==> src/rtl/sec_cfg_pkg.sv <==
package sec_cfg_pkg;

    localparam int ADDR_W = 12;
    localparam int DATA_W = 32;

    // Writable-bit masks of the locally held registers
    localparam logic [DATA_W-1:0] RESP_MASK = 32'h0000_0001;
    localparam logic [DATA_W-1:0] NSC_MASK  = 32'h0000_0003;
    localparam logic [DATA_W-1:0] BRG_MASK  = 32'hFFFF_0000;

    localparam logic [ADDR_W-1:0] OFF_RESP   = 12'h010;
    localparam logic [ADDR_W-1:0] OFF_NSC    = 12'h014;
    localparam logic [ADDR_W-1:0] OFF_BRG_EN = 12'h048;
    localparam logic [ADDR_W-1:0] OFF_ID_LO  = 12'hFD0;

    typedef enum logic [1:0] {
        SZ_BYTE = 2'd0,
        SZ_HALF = 2'd1,
        SZ_WORD = 2'd2
    } acc_size_e;

    typedef enum logic [3:0] {
        RG_RESP,
        RG_NSC,
        RG_BRG_EN,
        RG_ZERO,     // reads zero, writes ignored
        RG_ID,
        RG_EXT_RW,   // neighbour register, readable and writable
        RG_EXT_RO,   // neighbour status, read only
        RG_EXT_WO,   // neighbour clear, write only
        RG_UNDEF
    } region_e;

    typedef struct packed {
        region_e    region;
        logic [1:0] lane;
        logic [3:0] id_idx;
    } dec_t;

    function automatic region_e classify(input logic [ADDR_W-1:0] off);
        region_e r;
        if (off >= OFF_ID_LO) begin
            r = RG_ID;
        end else begin
            case (off)
                OFF_RESP:                        r = RG_RESP;
                OFF_NSC:                         r = RG_NSC;
                OFF_BRG_EN:                      r = RG_BRG_EN;
                12'h040, 12'h044,
                12'h050, 12'h090:                r = RG_ZERO;
                12'h01C, 12'h020, 12'h030:       r = RG_EXT_RO;
                12'h024, 12'h034:                r = RG_EXT_WO;
                12'h028, 12'h038,
                12'h060, 12'h064, 12'h068, 12'h06C,
                12'h070, 12'h074,
                12'h080, 12'h084, 12'h088, 12'h08C,
                12'h0A0, 12'h0A4, 12'h0A8, 12'h0AC,
                12'h0B0, 12'h0B4,
                12'h0C0, 12'h0C4, 12'h0C8, 12'h0CC,
                12'h0D0:                         r = RG_EXT_RW;
                default:                         r = RG_UNDEF;
            endcase
        end
        return r;
    endfunction

    function automatic logic [7:0] id_byte(input logic [3:0] idx);
        logic [7:0] b;
        case (idx)
            4'd0:    b = 8'h04;
            4'd4:    b = 8'h52;
            4'd5:    b = 8'hB8;
            4'd6:    b = 8'h0B;
            4'd8:    b = 8'h0D;
            4'd9:    b = 8'hF0;
            4'd10:   b = 8'h05;
            4'd11:   b = 8'hB1;
            default: b = 8'h00;
        endcase
        return b;
    endfunction

endpackage

==> src/rtl/sec_cfg_decode.sv <==
module sec_cfg_decode
    import sec_cfg_pkg::*;
#(
    parameter int AW = ADDR_W
) (
    input  logic [AW-1:0] addr,
    output dec_t          dec
);
    localparam int WORD_LSB = 2;

    logic [AW-1:0] aligned_off;
    logic [AW-1:0] id_rel;

    always_comb begin
        aligned_off = {addr[AW-1:WORD_LSB], {WORD_LSB{1'b0}}};
        id_rel      = aligned_off - OFF_ID_LO;
        dec.region  = classify(aligned_off);
        dec.lane    = addr[WORD_LSB-1:0];
        dec.id_idx  = id_rel[WORD_LSB+3:WORD_LSB];
    end
endmodule

==> src/rtl/sec_cfg_lane.sv <==
module sec_cfg_lane
    import sec_cfg_pkg::*;
#(
    parameter int DW = DATA_W
) (
    input  logic [DW-1:0] word,
    input  logic [1:0]    size,
    input  logic [1:0]    lane,
    output logic [DW-1:0] data
);
    localparam int BYTE_W = 8;
    localparam int HALF_W = 16;

    logic [DW-1:0] shifted;

    always_comb begin
        shifted = word >> (BYTE_W * lane);
        if (size[1]) begin
            data = word;
        end else if (size[0]) begin
            data = {{(DW-HALF_W){1'b0}}, shifted[HALF_W-1:0]};
        end else begin
            data = {{(DW-BYTE_W){1'b0}}, shifted[BYTE_W-1:0]};
        end
    end
endmodule

==> src/rtl/sec_cfg_store.sv <==
module sec_cfg_store
    import sec_cfg_pkg::*;
#(
    parameter int DW = DATA_W
) (
    input  logic          clk,
    input  logic          rst,
    input  logic          wr_en,
    input  region_e       region,
    input  logic [DW-1:0] wdata,
    output logic [DW-1:0] resp_word,
    output logic [DW-1:0] nsc_word,
    output logic [DW-1:0] brg_word
);
    always_ff @(posedge clk) begin
        if (rst) begin
            resp_word <= '0;
            nsc_word  <= '0;
            brg_word  <= '0;
        end else if (wr_en) begin
            case (region)
                RG_RESP:   resp_word <= wdata & RESP_MASK;
                RG_NSC:    nsc_word  <= wdata & NSC_MASK;
                RG_BRG_EN: brg_word  <= wdata & BRG_MASK;
                default: ;
            endcase
        end
    end

    // selector bit moves only on a write that targets it
    p_resp_hold_r2: assert property (@(posedge clk) disable iff (rst)
        !(wr_en && region == RG_RESP) |=> $stable(resp_word));

    // callable configuration moves only on a write that targets it
    p_nsc_hold_r3: assert property (@(posedge clk) disable iff (rst)
        !(wr_en && region == RG_NSC) |=> $stable(nsc_word));

    // bridge enable moves only on its own write
    p_brg_hold_r4: assert property (@(posedge clk) disable iff (rst)
        !(wr_en && region == RG_BRG_EN) |=> $stable(brg_word));
endmodule

==> src/rtl/sec_cfg_regs.sv <==
module sec_cfg_regs
    import sec_cfg_pkg::*;
#(
    parameter int AW = ADDR_W,
    parameter int DW = DATA_W
) (
    input  logic          clk,
    input  logic          rst,
    input  logic          bus_sel,
    input  logic          bus_we,
    input  logic [1:0]    bus_size,
    input  logic [AW-1:0] bus_addr,
    input  logic [DW-1:0] bus_wdata,
    output logic [DW-1:0] bus_rdata,
    input  logic [DW-1:0] ext_rdata_i,
    output logic          ext_rd_o,
    output logic          ext_wr_o,
    output logic          resp_cfg_o,
    output logic [1:0]    callable_cfg_o,
    output logic          undef_err_o
);
    dec_t          dec;
    logic          full_word;
    logic          misaligned_wr;
    logic          wr_ok;
    logic          rd_ok;
    logic          undef_hit;
    logic          err_q;
    logic [DW-1:0] resp_word;
    logic [DW-1:0] nsc_word;
    logic [DW-1:0] brg_word;
    logic [DW-1:0] rd_word;

    sec_cfg_decode #(.AW(AW)) u_dec (
        .addr (bus_addr),
        .dec  (dec)
    );

    always_comb begin
        full_word     = bus_size[1];
        misaligned_wr = bus_we && full_word && (dec.lane != 2'd0);
        wr_ok         = bus_sel && bus_we && full_word && !misaligned_wr;
        rd_ok         = bus_sel && !bus_we;
        undef_hit     = bus_sel && (dec.region == RG_UNDEF || misaligned_wr);
        ext_rd_o      = rd_ok && (dec.region == RG_EXT_RW || dec.region == RG_EXT_RO);
        ext_wr_o      = wr_ok && (dec.region == RG_EXT_RW || dec.region == RG_EXT_WO);
    end

    sec_cfg_store #(.DW(DW)) u_store (
        .clk       (clk),
        .rst       (rst),
        .wr_en     (wr_ok),
        .region    (dec.region),
        .wdata     (bus_wdata),
        .resp_word (resp_word),
        .nsc_word  (nsc_word),
        .brg_word  (brg_word)
    );

    always_comb begin
        case (dec.region)
            RG_RESP:   rd_word = resp_word;
            RG_NSC:    rd_word = nsc_word;
            RG_BRG_EN: rd_word = brg_word;
            RG_ID:     rd_word = {{(DW-8){1'b0}}, id_byte(dec.id_idx)};
            RG_EXT_RW,
            RG_EXT_RO: rd_word = ext_rdata_i;
            default:   rd_word = '0;
        endcase
    end

    sec_cfg_lane #(.DW(DW)) u_lane (
        .word (rd_word),
        .size (bus_size),
        .lane (dec.lane),
        .data (bus_rdata)
    );

    always_ff @(posedge clk) begin
        if (rst) begin
            err_q <= 1'b0;
        end else begin
            err_q <= undef_hit;
        end
    end

    assign resp_cfg_o     = resp_word[0];
    assign callable_cfg_o = nsc_word[1:0];
    assign undef_err_o    = err_q;

    // low half of the bridge enable never reads back as set
    p_brg_low_zero_r4: assert property (@(posedge clk) disable iff (rst)
        (rd_ok && dec.region == RG_BRG_EN && full_word) |-> (bus_rdata[15:0] == 16'h0));

    // neighbour write strobe only for aligned full-word accesses
    p_ext_wr_word_r10: assert property (@(posedge clk) disable iff (rst)
        ext_wr_o |-> (bus_size[1] && bus_addr[1:0] == 2'd0 && bus_we));

    // undefined reads return zero
    p_undef_rd_zero_r11: assert property (@(posedge clk) disable iff (rst)
        (rd_ok && dec.region == RG_UNDEF) |-> (bus_rdata == '0));

    // error pulse traces back to an access in the previous cycle
    p_err_source_r11: assert property (@(posedge clk) disable iff (rst)
        undef_err_o |-> $past(bus_sel));

    // a sub-word write never strobes a neighbour
    p_subword_no_strobe_r5: assert property (@(posedge clk) disable iff (rst)
        (bus_sel && bus_we && !bus_size[1]) |-> !ext_wr_o);
endmodule

==> config.mk <==
export PLATFORM = sky130hd
export DESIGN_NAME = sec_cfg_regs
export DESIGN_NICKNAME = d
export VERILOG_FILES = /design/src/rtl/sec_cfg_pkg.sv /design/src/rtl/sec_cfg_decode.sv /design/src/rtl/sec_cfg_lane.sv /design/src/rtl/sec_cfg_store.sv /design/src/rtl/sec_cfg_regs.sv
export SDC_FILE = /design/constraint.sdc
export NUM_CORES = 1
export LEC_CHECK = 0
export ABC_AREA = 0
export BUFFER_PORTS_ARGS = -buffer_cell sky130_fd_sc_hd__buf_2
export CAP_MARGIN = 10
export CELL_PAD_IN_SITES_DETAIL_PLACEMENT = 0
export CELL_PAD_IN_SITES_GLOBAL_PLACEMENT = 1
export CORE_ASPECT_RATIO = 1.4
export CORE_MARGIN = 5
export CORE_UTILIZATION = 35
export CTS_CLUSTER_SIZE = 12
export DETAILED_ROUTE_END_ITERATION = 6
export PLACE_DENSITY = 0.87
export SKIP_LAST_GASP = 1
export SYNTH_ARGS = -nofsm -noshare
export SYNTH_HDL_FRONTEND = slang
export SYNTH_SLANG_ARGS = --single-unit
==> constraint.sdc <==
create_clock -name clk -period 4.7 [get_ports clk]
set_input_delay 0.235 -clock clk [delete_from_list [all_inputs] [get_ports clk]]
set_output_delay 0.235 -clock clk [all_outputs]
set_load 0.05 [all_outputs]
==> results.yml <==
status:
  status: "finished, final reports clean"
detailed_routing:
  wl_per_cell_um: 18.1
  dr.pass1.iters: 6
  dr.first_iter.drc_count: 171
  drt-total-wl_mm: 10.2
  viasPerCell: 5.80
  vias: 3268
  drt.antenna.violating_nets: 0
  drc_errors: 0
floorplanning:
  die_w_um: 82.8
  core_area_mm2: 0.00731
  ioPinCount: 120
  rows: 37
  die_h_um: 112
  die-area_mm2: 0.00926
  start_util_pct: 35.5
timing:
  max_freq_mhz: 253
  worst_pin_slew_ps: 812
  finalCritPeriodShare_pct: 84.1
  timing.clock.skew_ps: 0
  rsz0062_at_grt: "false"
  finalHoldViolations: 0
  period_needed_ps: 3950
  maxSlewViolCount: 0
  max_slew_margin_pct: 45.7
  setup_viol: 0
  tns_ps: 0
synthesis:
  synth_warnings: 0
  synthCells: 380
  ys_seq_elements: 20
  synth_area_leaders: "dfxtp_1, nand2_1, a21oi_1"
  synth_fa_ha_area_share_pct: 4.82
  synth_xor_xnor_area_share_pct: 0
  syn_avg_cell_area_um2: 6.83
  synth_top_family_by_area: "compound AO/OA/AOI/OAI gates"
  synth_common_cells: "nand2_1, a21oi_1, o21ai_0, a22oi_1, nor2_1"
  synth.most_common_cell: "nand2_1"
  ys_types: 64
  synthFlopType: "dfxtp_1"
  synth-simple-area-share_pct: 31.0
  yosys.area.top_type: "dfxtp_1"
  synth_fp_nets: 472
  synth_top_area_share_pct: 15.4
  synth-edff-count: 0
  yosysSeqAreaShare_pct: 15.4
  syn_area_mm2: 0.00260
  muxShareOfSynthArea_pct: 1.54
  synth_compound_area_share_pct: 40.0
  async_flop_share_pct: 0
grt:
  grt_pass1_vias: 3328
  grtUsageTotal_pct: 22.1
  grt_pass1_wl_mm: 16.2
  antenna_found_initial: 0
  grt_overflow_total: 0
  grt_max_degree: 34
clocking:
  cts_buffer_depth: 2
  cts.reportedPaths.clkPinSlew_ps: 80
  cts_tree: "done"
  cts_buffers: 3
  cts_setup_buffers: 0
  cts-root-buf: "clkbuf_8"
  cts_resized: 0
  clock_latency_ps: 260
  ctsHoldBuffers: 0
  htree_levels: 1
  clock-sinks: 20
cells_and_area:
  nets: 559
  areaGrowthSynthToFinish_pct: 22.9
  fillCellCount: 833
  drive_above_1_share_pct: 27.9
  n_antenna_cell: 0
worst_hold_path:
  hold_path.class: "in -> reg"
  min_path_cells: 3
  hold_start: "bus_wdata[31]"
  min_to: "u_store.brg_word[31]"
critical_path:
  worstPathMaxFanout: 18
  reg2reg_from: "u_store.brg_word[27]"
  crit_path_end_kind: "primary output"
  worstPathRequired_ps: 4470
  crit_arrival_ps: 3720
  r2r-end: "u_store.brg_word[27]"
  rrSetupSlack_ps: 3970
  reg2reg_depth: 2
  crit_path_start_kind: "input port"
  path_class: "in -> out"
power:
  power.total_uw: 483
  pwr_density_cell_mw_per_mm2: 151
  vdd_drop_max_v: 0.000163
  p_leak_nw: 1.33
placed_design:
  numPortBuffers: 105
  hpwl_mm: 7.88
  routabilityCongestion: 0.881
job:
  drv_cap: 0
[stage by stage]
| stage | setup slack (ps) | std cells | instance area, um^2 | hold slack, ps | util (%) |
|---|---|---|---|---|---|
| 6_report | 745 | 563 | 3190 | 205 | 43.6 |
| 5_1_grt | 519 | 563 | 3190 | 209 | 43.6 |
| 4_1_cts | 796 | 563 | 3190 | 200 | 43.6 |
| 3_5_place_dp | 812 | 559 | 3140 | 473 | 42.9 |
| 3_3_place_gp | 876 | 559 | 3140 | 455 | 42.9 |
| 2_1_floorplan | 915 | 380 | 2600 | 375 | - |
[logic make-up (layout without fill, tap and decap cells)]
group | after synthesis | count (layout)
mux | 4 | 4
buf+inv | 40 | 126
compound gates | 151 | 151
flops | 20 | 20
fa+ha+maj | 10 | 10
simple gates | 155 | 155
[flip-flops by register name, indices dropped and copies added, names as in the netlist]
signal / count
u_store.brg_word: 16
u_store.nsc_word: 2
u_store.resp_word: 1
undef_err_o: 1
[worst max-delay path: stages]
cell and delay (ps):
buf_2 110, inv_1 120, ha_1 440, o21ai_1 120, a2111oi_2 440, o21ai_1 220, a211oi_2 400, or2_1 540
buf_4 340, a21oi_1 100, nor4bb_1 310, buf_2 320
[layout by cell type, fill, tap and decap left out, types with 2 or more instances in the layout]
cell type,Yosys,layout
a21oi_2,2,2
nand2_1,62,62
a211o_1,3,3
o21a_1,2,2
a2111oi_2,3,3
and4_1,2,2
nand4_1,4,4
nor4_1,3,3
o311a_1,2,2
and3_1,5,5
buf_2,9,105
a31oi_1,6,6
o21ai_0,31,31
clkbuf_8,0,4
a22o_1,5,5
a22oi_1,23,23
nor4bb_1,3,3
buf_4,2,4
mux2i_1,4,4
nor2_1,23,23
a21oi_1,37,37
nor3b_1,2,2
nand3_1,6,6
a211oi_1,12,12
nor3_2,3,3
inv_1,12,12
a21o_1,2,2
o21ai_1,2,2
nor3_1,4,4
ha_1,10,10
nor4_2,2,2
o22ai_1,2,2
nand3b_1,7,7
nand2b_1,2,2
o211a_1,2,2
nor2b_1,17,17
and2_1,4,4
dfxtp_1,20,20
[cell type report]
type | instances | area (um^2) | share of cell area, %
clock buffer | 4 | 55.1 | 1.72
inverter | 13 | 48.8 | 1.53
multi-input combinational | 320 | 2010 | 63.0
sequential | 20 | 400 | 12.5
tap | 97 | 121 | 3.80
timing repair buffer | 109 | 556 | 17.4
[worst max-delay path by stage]
stage,depth (start not counted),to,startpoint,slack (ps)
6_report,12,bus_rdata[6],bus_addr[3],750
5_1_grt,12,bus_rdata[6],bus_addr[3],520
4_1_cts,12,bus_rdata[6],bus_addr[3],800
3_5_place_dp,12,bus_rdata[6],bus_addr[3],810
3_3_place_gp,12,bus_rdata[6],bus_addr[3],880
2_1_floorplan,12,bus_rdata[5],bus_addr[3],920
[layer usage]
metal / GRT usage, % / share of wire [%]
met5: 0 / 0
met4: 7.42 / 1.8
met3: 2.35 / 6.2
met2: 38.7 / 50
met1: 27.3 / 42
[report_power, final]
part           switching, mW  total (mW)  internal (mW)  leakage, nW
Clock                 0.0598       0.135         0.0747       0.0288
Combinational          0.118       0.179         0.0613         1.14
Sequential          0.000164       0.170          0.170        0.161
Total                  0.177       0.483          0.306         1.33
Note: power is estimated with default switching activity, not from simulation.
